===== src/rtl/trace_merge_pkg.sv =====
package trace_merge_pkg;

    // owner of the single RAM port in a given cycle
    typedef enum logic [1:0] {
        PS_IDLE   = 2'd0,
        PS_HEADER = 2'd1,
        PS_BYPASS = 2'd2,
        PS_DRAIN  = 2'd3
    } port_sel_e;

    // data-phase collector states
    typedef enum logic {
        DP_IDLE  = 1'b0,
        DP_ACCUM = 1'b1
    } dp_state_e;

endpackage


===== src/rtl/dp_collect.sv =====
module dp_collect
    import trace_merge_pkg::*;
#(
    parameter int IDX_W      = 4,
    parameter int PAY_W      = 8,
    parameter int PEND_DEPTH = 4
) (
    input  logic             clk,
    input  logic             rst_n,
    input  logic             hdr_valid,
    input  logic             hdr_has_data,
    input  logic [IDX_W-1:0] hdr_idx,
    input  logic             dat_valid,
    input  logic             dat_last,
    input  logic [PAY_W-1:0] dat_bits,
    output logic             done_o,
    output logic [IDX_W-1:0] done_idx_o,
    output logic [PAY_W-1:0] done_pay_o
);
    localparam int PP_W  = $clog2(PEND_DEPTH);
    localparam int CNT_W = PP_W + 1;

    dp_state_e        state_q, state_d;
    logic [PAY_W-1:0] acc_q, acc_d;
    logic             done;
    logic [PAY_W-1:0] merged;

    // owners of outstanding data phases, in command order
    logic [IDX_W-1:0] pend_mem [PEND_DEPTH];
    logic [PP_W-1:0]  pend_rd_q;
    logic [CNT_W-1:0] pend_cnt_q;
    logic [PP_W-1:0]  pend_wr;
    logic             pend_full, pend_push, pend_pop;

    always_ff @(posedge clk or negedge rst_n) begin
        if (!rst_n) begin
            state_q <= DP_IDLE;
            acc_q   <= '0;
        end else begin
            state_q <= state_d;
            acc_q   <= acc_d;
        end
    end

    always_comb begin
        state_d = state_q;
        acc_d   = acc_q;
        done    = 1'b0;
        merged  = '0;
        unique case (state_q)
            DP_IDLE: begin
                if (dat_valid) begin
                    if (dat_last) begin
                        done   = 1'b1;
                        merged = dat_bits;
                    end else begin
                        state_d = DP_ACCUM;
                        acc_d   = dat_bits;
                    end
                end
            end
            DP_ACCUM: begin
                if (dat_valid) begin
                    if (dat_last) begin
                        done    = 1'b1;
                        merged  = acc_q | dat_bits;
                        state_d = DP_IDLE;
                        acc_d   = '0;
                    end else begin
                        acc_d = acc_q | dat_bits;
                    end
                end
            end
            default: state_d = DP_IDLE;
        endcase
    end

    assign pend_full = (pend_cnt_q == CNT_W'(PEND_DEPTH));
    assign pend_pop  = done && (pend_cnt_q != '0);
    assign pend_push = hdr_valid && hdr_has_data && (!pend_full || pend_pop);
    assign pend_wr   = pend_rd_q + pend_cnt_q[PP_W-1:0];

    always_ff @(posedge clk or negedge rst_n) begin
        if (!rst_n) begin
            pend_rd_q  <= '0;
            pend_cnt_q <= '0;
            for (int i = 0; i < PEND_DEPTH; i++) pend_mem[i] <= '0;
        end else begin
            if (pend_push) pend_mem[pend_wr] <= hdr_idx;
            if (pend_pop) pend_rd_q <= pend_rd_q + 1'b1;
            if (pend_push && !pend_pop)      pend_cnt_q <= pend_cnt_q + 1'b1;
            else if (pend_pop && !pend_push) pend_cnt_q <= pend_cnt_q - 1'b1;
        end
    end

    assign done_o     = done;
    assign done_idx_o = pend_mem[pend_rd_q];
    assign done_pay_o = merged;

    // every completed phase has an owning command waiting
    assert_phase_owner_R3: assert property (@(posedge clk) disable iff (!rst_n)
        done_o |-> (pend_cnt_q != '0));

    // a beat with the valid flag low leaves the collector untouched
    assert_idle_beat_R2: assert property (@(posedge clk) disable iff (!rst_n)
        !dat_valid |=> ($stable(acc_q) && $stable(state_q)));

endmodule


===== src/rtl/ovw_fifo.sv =====
module ovw_fifo #(
    parameter int DEPTH = 2,
    parameter int W     = 12
) (
    input  logic         clk,
    input  logic         rst_n,
    input  logic         push,
    input  logic         pop,
    input  logic [W-1:0] din,
    output logic [W-1:0] dout,
    output logic         empty,
    output logic         full,
    output logic         lost
);
    localparam int PTR_W = (DEPTH > 1) ? $clog2(DEPTH) : 1;
    localparam int CNT_W = PTR_W + 1;

    logic [W-1:0]     mem [DEPTH];
    logic [PTR_W-1:0] rd_q;
    logic [CNT_W-1:0] cnt_q;
    logic [PTR_W-1:0] wr_slot;

    assign empty   = (cnt_q == '0);
    assign full    = (cnt_q == CNT_W'(DEPTH));
    // when full, the low count bits are zero, so the write lands on the oldest slot
    assign wr_slot = rd_q + cnt_q[PTR_W-1:0];
    assign dout    = mem[rd_q];
    assign lost    = push && full && !pop;

    always_ff @(posedge clk or negedge rst_n) begin
        if (!rst_n) begin
            rd_q  <= '0;
            cnt_q <= '0;
            for (int i = 0; i < DEPTH; i++) mem[i] <= '0;
        end else begin
            if (push) mem[wr_slot] <= din;
            if (pop || lost) rd_q <= rd_q + 1'b1;
            if (push && !pop && !full)  cnt_q <= cnt_q + 1'b1;
            else if (pop && !push)      cnt_q <= cnt_q - 1'b1;
        end
    end

    assert_drain_nonempty_R5: assert property (@(posedge clk) disable iff (!rst_n)
        pop |-> !empty);

    assert_loss_stays_full_R7: assert property (@(posedge clk) disable iff (!rst_n)
        lost |=> full);

    assert_park_visible_R5: assert property (@(posedge clk) disable iff (!rst_n)
        (push && !pop) |=> !empty);

endmodule


===== src/rtl/port_arb.sv =====
module port_arb
    import trace_merge_pkg::*;
(
    input  logic      hdr_valid,
    input  logic      done,
    input  logic      fifo_empty,
    input  logic      rd_req,
    output port_sel_e sel,
    output logic      push,
    output logic      pop,
    output logic      rd_grant
);
    always_comb begin
        if (hdr_valid)        sel = PS_HEADER;
        else if (!fifo_empty) sel = PS_DRAIN;
        else if (done)        sel = PS_BYPASS;
        else                  sel = PS_IDLE;
    end

    always_comb begin
        push     = 1'b0;
        pop      = 1'b0;
        rd_grant = 1'b0;
        unique case (sel)
            PS_HEADER: push = done;
            PS_DRAIN: begin
                pop  = 1'b1;
                push = done;
            end
            PS_BYPASS: ;
            PS_IDLE:   rd_grant = rd_req;
            default:   ;
        endcase
    end

endmodule


===== src/rtl/trace_merge_writer.sv =====
module trace_merge_writer
    import trace_merge_pkg::*;
#(
    parameter int ENTRIES    = 16,
    parameter int HDR_W      = 24,
    parameter int PAY_W      = 8,
    parameter int FIFO_DEPTH = 2,
    parameter int PEND_DEPTH = 4,
    localparam int IDX_W     = $clog2(ENTRIES),
    localparam int ENTRY_W   = HDR_W + PAY_W
) (
    input  logic               clk,
    input  logic               rst_n,
    input  logic               hdr_valid,
    input  logic [IDX_W-1:0]   hdr_idx,
    input  logic [HDR_W-1:0]   hdr_fields,
    input  logic               hdr_has_data,
    input  logic               dat_valid,
    input  logic               dat_last,
    input  logic [PAY_W-1:0]   dat_bits,
    input  logic               rd_req,
    output logic               ram_wr_en,
    output logic               ram_wr_patch,
    output logic [IDX_W-1:0]   ram_wr_addr,
    output logic [ENTRY_W-1:0] ram_wr_data,
    output logic               rd_grant,
    output logic               lost_pulse
);
    localparam int SLOT_W = IDX_W + PAY_W;

    logic             done;
    logic [IDX_W-1:0] done_idx;
    logic [PAY_W-1:0] done_pay;
    logic             f_push, f_pop, f_empty, f_full, f_lost;
    logic [SLOT_W-1:0] f_dout;
    port_sel_e        sel;

    dp_collect #(.IDX_W(IDX_W), .PAY_W(PAY_W), .PEND_DEPTH(PEND_DEPTH)) u_collect (
        .clk          (clk),
        .rst_n        (rst_n),
        .hdr_valid    (hdr_valid),
        .hdr_has_data (hdr_has_data),
        .hdr_idx      (hdr_idx),
        .dat_valid    (dat_valid),
        .dat_last     (dat_last),
        .dat_bits     (dat_bits),
        .done_o       (done),
        .done_idx_o   (done_idx),
        .done_pay_o   (done_pay)
    );

    port_arb u_arb (
        .hdr_valid  (hdr_valid),
        .done       (done),
        .fifo_empty (f_empty),
        .rd_req     (rd_req),
        .sel        (sel),
        .push       (f_push),
        .pop        (f_pop),
        .rd_grant   (rd_grant)
    );

    ovw_fifo #(.DEPTH(FIFO_DEPTH), .W(SLOT_W)) u_park (
        .clk   (clk),
        .rst_n (rst_n),
        .push  (f_push),
        .pop   (f_pop),
        .din   ({done_idx, done_pay}),
        .dout  (f_dout),
        .empty (f_empty),
        .full  (f_full),
        .lost  (f_lost)
    );

    assign lost_pulse = f_lost;

    always_comb begin
        ram_wr_en    = 1'b0;
        ram_wr_patch = 1'b0;
        ram_wr_addr  = '0;
        ram_wr_data  = '0;
        unique case (sel)
            PS_HEADER: begin
                ram_wr_en   = 1'b1;
                ram_wr_addr = hdr_idx;
                ram_wr_data = {{PAY_W{1'b0}}, hdr_fields};
            end
            PS_DRAIN: begin
                ram_wr_en    = 1'b1;
                ram_wr_patch = 1'b1;
                ram_wr_addr  = f_dout[SLOT_W-1:PAY_W];
                ram_wr_data  = {f_dout[PAY_W-1:0], {HDR_W{1'b0}}};
            end
            PS_BYPASS: begin
                ram_wr_en    = 1'b1;
                ram_wr_patch = 1'b1;
                ram_wr_addr  = done_idx;
                ram_wr_data  = {done_pay, {HDR_W{1'b0}}};
            end
            PS_IDLE: ;
            default: ;
        endcase
    end

    assert_header_owns_port_R1: assert property (@(posedge clk) disable iff (!rst_n)
        hdr_valid |-> (ram_wr_en && !ram_wr_patch && ram_wr_addr == hdr_idx));

    assert_read_exclusive_R8: assert property (@(posedge clk) disable iff (!rst_n)
        rd_grant |-> !ram_wr_en);

    assert_loss_under_header_R7: assert property (@(posedge clk) disable iff (!rst_n)
        lost_pulse |-> (hdr_valid && f_full));

    assert_grant_idle_port_R8: assert property (@(posedge clk) disable iff (!rst_n)
        (!hdr_valid && f_empty && !done) |-> (rd_grant == rd_req));

endmodule


===== config.mk =====
export PLATFORM = sky130hd
export DESIGN_NAME = trace_merge_writer
export DESIGN_NICKNAME = d
export VERILOG_FILES = /design/src/rtl/trace_merge_pkg.sv /design/src/rtl/dp_collect.sv /design/src/rtl/ovw_fifo.sv /design/src/rtl/port_arb.sv /design/src/rtl/trace_merge_writer.sv
export SDC_FILE = /design/constraint.sdc
export NUM_CORES = 1
export LEC_CHECK = 0
export CORE_AREA = 2 2 80 82
export CTS_BUF_LIST = sky130_fd_sc_hd__clkbuf_8
export CTS_CLUSTER_DIAMETER = 60
export CTS_CLUSTER_SIZE = 28
export DETAILED_ROUTE_END_ITERATION = 6
export DIE_AREA = 0 0 82 84
export PLACE_DENSITY = 0.85
export SYNTH_ARGS = -nofsm -noshare
export SYNTH_HDL_FRONTEND = slang
export SYNTH_SLANG_ARGS = --single-unit

===== constraint.sdc =====
create_clock -name clk -period 5.5 [get_ports clk]
set_input_delay 1.375 -clock clk [delete_from_list [all_inputs] [get_ports clk]]
set_output_delay 1.375 -clock clk [all_outputs]
set_load 0.01 [all_outputs]

==> results.md <==
- Final TNS setup: 0 ns
- Routed len/inst: 16.16 um
- Lkg Pwr: 1.805 nW
- Seq pwr share: 0.392
- Sequential Area: 0.001426 mm2
- Clk slew on worst S/H paths: 0.06 ns
- RR Startpoint: u_park.rd_q
- Largest fanout on the critical path: 12
- Worst path cell trace: clkdlybuf4s50_1 > nand2_2 > nor3_1 > buf_4 > a211oi_1 > a21oi_1 > clkdlybuf4s50_1
- Tmin final: 4.920 ns
- Worst slew margin: 0.3262
- Die width: 82 um
- RePlAce Congestion: 0.7858
- Worst Path Buf+Inv: 3
- Post-CTS resize count: 0
- Cts bufs inserted: 9
- Post-Layout Cell Count: 445
- Max VDD drop: 0.3597 mV
- Max incr delay on CP: 0.71 ns
- Initial DRC count: 116
- DIE AREA: 0.006888 mm2
- # diodes: 0
- GRT Util Overall: 0.2281
- Crit Reg-Reg Endpoint: u_park.mem[1]
- RSZ-0062 raised after global routing: no
- Total power: 2.010 mW
- Nets: 410
- Combinational share of power: 0.400
- Clock share of power: 0.208
- Hold_sp: u_collect.pend_mem[2]
- Mean Syn Cell Area: 10.94 um2
- HPWL after DPL: 5.161 mm
- Initial core utilization: 0.5131
- Grt total ovfl: 0
- First-pass GRT wire length: 11.85 mm
- Placed insts: 430
- Site row count: 29
- Syn Nets: 332
- Routed WL: 7.192 mm
- Final core utilization: 0.6882
- Filler instances: 470
- Hold buffers post-CTS: 0
- Mapped Cells: 286
- Switching share of power: 0.3339
- Final setup vio count: 0
- Area of the multi-input gates: 0.001579 mm2
- Post-route ant nets: 0
- Top delay family on crit path: buffers and inverters
- Status: finished clean
- Largest net degree at the start of global routing: 58
- Largest buffer count on any clock path: 2
- Worst skew pair latency: 0.34 ns
- Vias: 2,404
- FF-to-FF setup slack: 3.41 ns
- Share of Yosys cell area claimed by the top area cell type: 0.4560
- Worst path arrival time: 3.55 ns
- Seq cells post-synth: 57
- Final worst path period share: 0.8946
- Core area: 0.006096 mm2
- DRC viols: 0
- Post-CTS Setup Inserts: 0
- CP Capture Type: output port
- Critical Path Sink: ram_wr_addr[2]
- Yosys top cell by area: dfrtp_1
- CTS tree: built
- Worst hold path type: reg2reg
- Most used DFF post-synth: dfrtp_1
- Synth warnings: 0
- Final slew viol count: 0
- Worst path most repeated cell: clkdlybuf4s50_1
- Async set-reset flop share out of synthesis: 1.000
- Critical Path Source: dat_last
- Worst Tran Pin Value: 1.007 ns
- Crit path required time: 4.12 ns
- TritonCTS Sinks: 57
- H-tree depth: 3
- Setup crit start kind: input port
- P_int: 1.339 mW
- Worst setup path category: in2out
- Fmax: 203.2 MHz
- Count of final hold-check violations: 0
- Layout overhead on the synthesized area: 34.12%
- Net switching power: 671.3 uW
- Reg2reg path depth: 4
- Die H: 84 um
- Cell depth of the worst setup path: 7
- Post-synth design cell area: 0.003128 mm2
- I/O pin cnt: 83
- Clk root buf: clkbuf_8
- Post-synth EDFFs: 0
- Final Skew: 0.009801 ns
- Fraction of layout cells with a size suffix above 1: 0.1902
- Initial antenna violation count: 0
- Synth area leaders: dfrtp_1 46%, mux2_2 13%, and2_1 5.0%
- Vias in the first global route: 2,477
- Max stage delay cell, worst path: clkdlybuf4s50_1
- Max Cap Viol: 0
- Pwr dens: 479.2 mW/mm2
- Pre-Repair DR Iteration Count: 4
- Post-synthesis sequential area ratio: 0.4560
- Port bufs: 82
- Vias/cell: 5.402
- Count of unique library cells instantiated by Yosys: 35
## flip-flops by register name, summed over array words and instances (netlist names), named ones only
signal                flops
u_park.cnt_q              2
u_collect.pend_rd_q       2
u_collect.pend_mem       16
u_collect.acc_q           8
u_park.mem               24
u_collect.pend_cnt_q      3
u_park.rd_q               1
## logic make-up after synthesis
family | share of synthesized area
adder cells (fa/ha/maj) | 0.01440
XOR/XNOR | 0.02760
flip-flops | 0.4560
AND/OR/NAND/NOR | 0.1244
buffers and inverters | 0.03920
multiplexers | 0.2296
AO/OA/AOI/OAI | 0.1088
## metrics by stage
step / cell area [um2] / worst slack (ns) / hold WS, ns
after floorplan: 3128 / 1.913 / 0.4533
after global placement: 3985 / 0.6516 / 0.4640
after detailed placement: 3985 / 0.6267 / 0.4938
after CTS: 4195 / 0.6095 / 0.5077
after global routing: 4195 / 0.4740 / 0.5270
final: 4195 / 0.5798 / 0.5034
## worst min path at each step
stage / end / slack (ns) / cells after the start
after detailed placement: u_collect.pend_mem[7] / 0.49 / 1
final: u_collect.pend_mem[2] / 0.50 / 1
after global routing: u_collect.pend_mem[11] / 0.53 / 1
after CTS: u_collect.pend_mem[7] / 0.51 / 1
after floorplan: u_collect.pend_mem[14] / 0.45 / 1
after global placement: u_collect.pend_mem[14] / 0.46 / 1
## worst register-to-register path, cell delays in order (launching register included)
cell and delay (ns):
dfrtp_1 0.88, o21ai_0 0.19, mux2i_1 0.17, nand2_1 0.35, mux2_2 0.40
## Yosys cell counts (5+ instances only)
cell type  instances
inv_1              6
nor2_1            27
buf_2             11
xnor2_1            5
a22oi_1            8
a211oi_1           5
clkbuf_1           7
dfrtp_1           57
nand2_1           15
mux2i_1           14
mux2_2            37
a21o_1             8
a21oi_1           16
o21ai_0           12
and2_1            25
## final cells by class
type | instances | share of cell area
inverter | 6 | 0.005368
clock inverter | 5 | 0.01730
tap | 77 | 0.02296
timing repair buffer | 88 | 0.2052
multi-input combinational | 202 | 0.3764
clock buffer | 10 | 0.03281
sequential | 57 | 0.3400
## routing by layer
metal,vias up,wire [um],track usage
met3,13,280,0.06926
met5,-,0,0
met1,1190,3029,0.2938
met2,47,3789,0.3673
li1,1154,-,-
met4,0,93,0.06818
## power groups by stage
stage	Combinational, mW	Sequential [mW]	Clock [mW]
6_report	0.804	0.788	0.418
5_1_grt	0.875	0.817	0.448
4_1_cts	0.810	0.783	0.425
3_5_place_dp	0.803	0.789	0
3_3_place_gp	0.767	0.776	0
2_1_floorplan	0.650	0.694	0
## cell usage in the layout (no fill, tap or decap)
master / n
a211oi_1: 5
a21o_1: 8
a21oi_1: 16
a22oi_1: 8
a31oi_4: 1
and2_1: 25
and3_1: 2
and4b_1: 1
buf_2: 1
buf_4: 6
bufinv_16: 2
clkbuf_8: 10
clkdlybuf4s50_1: 81
clkinv_2: 1
dfrtp_1: 57
fa_1: 1
ha_1: 2
inv_1: 8
mux2_1: 1
mux2_2: 37
mux2_4: 4
mux2i_1: 14
mux4_2: 4
nand2_1: 15
nand2_2: 1
nand2b_1: 1
nand3_1: 1
nor2_1: 27
nor3_1: 2
nor3b_2: 2
o21ai_0: 12
o21ai_1: 1
o311ai_0: 1
o31ai_1: 1
xnor2_1: 5
xnor2_2: 1
xor2_1: 3
(Power assumes the default switching activity.)
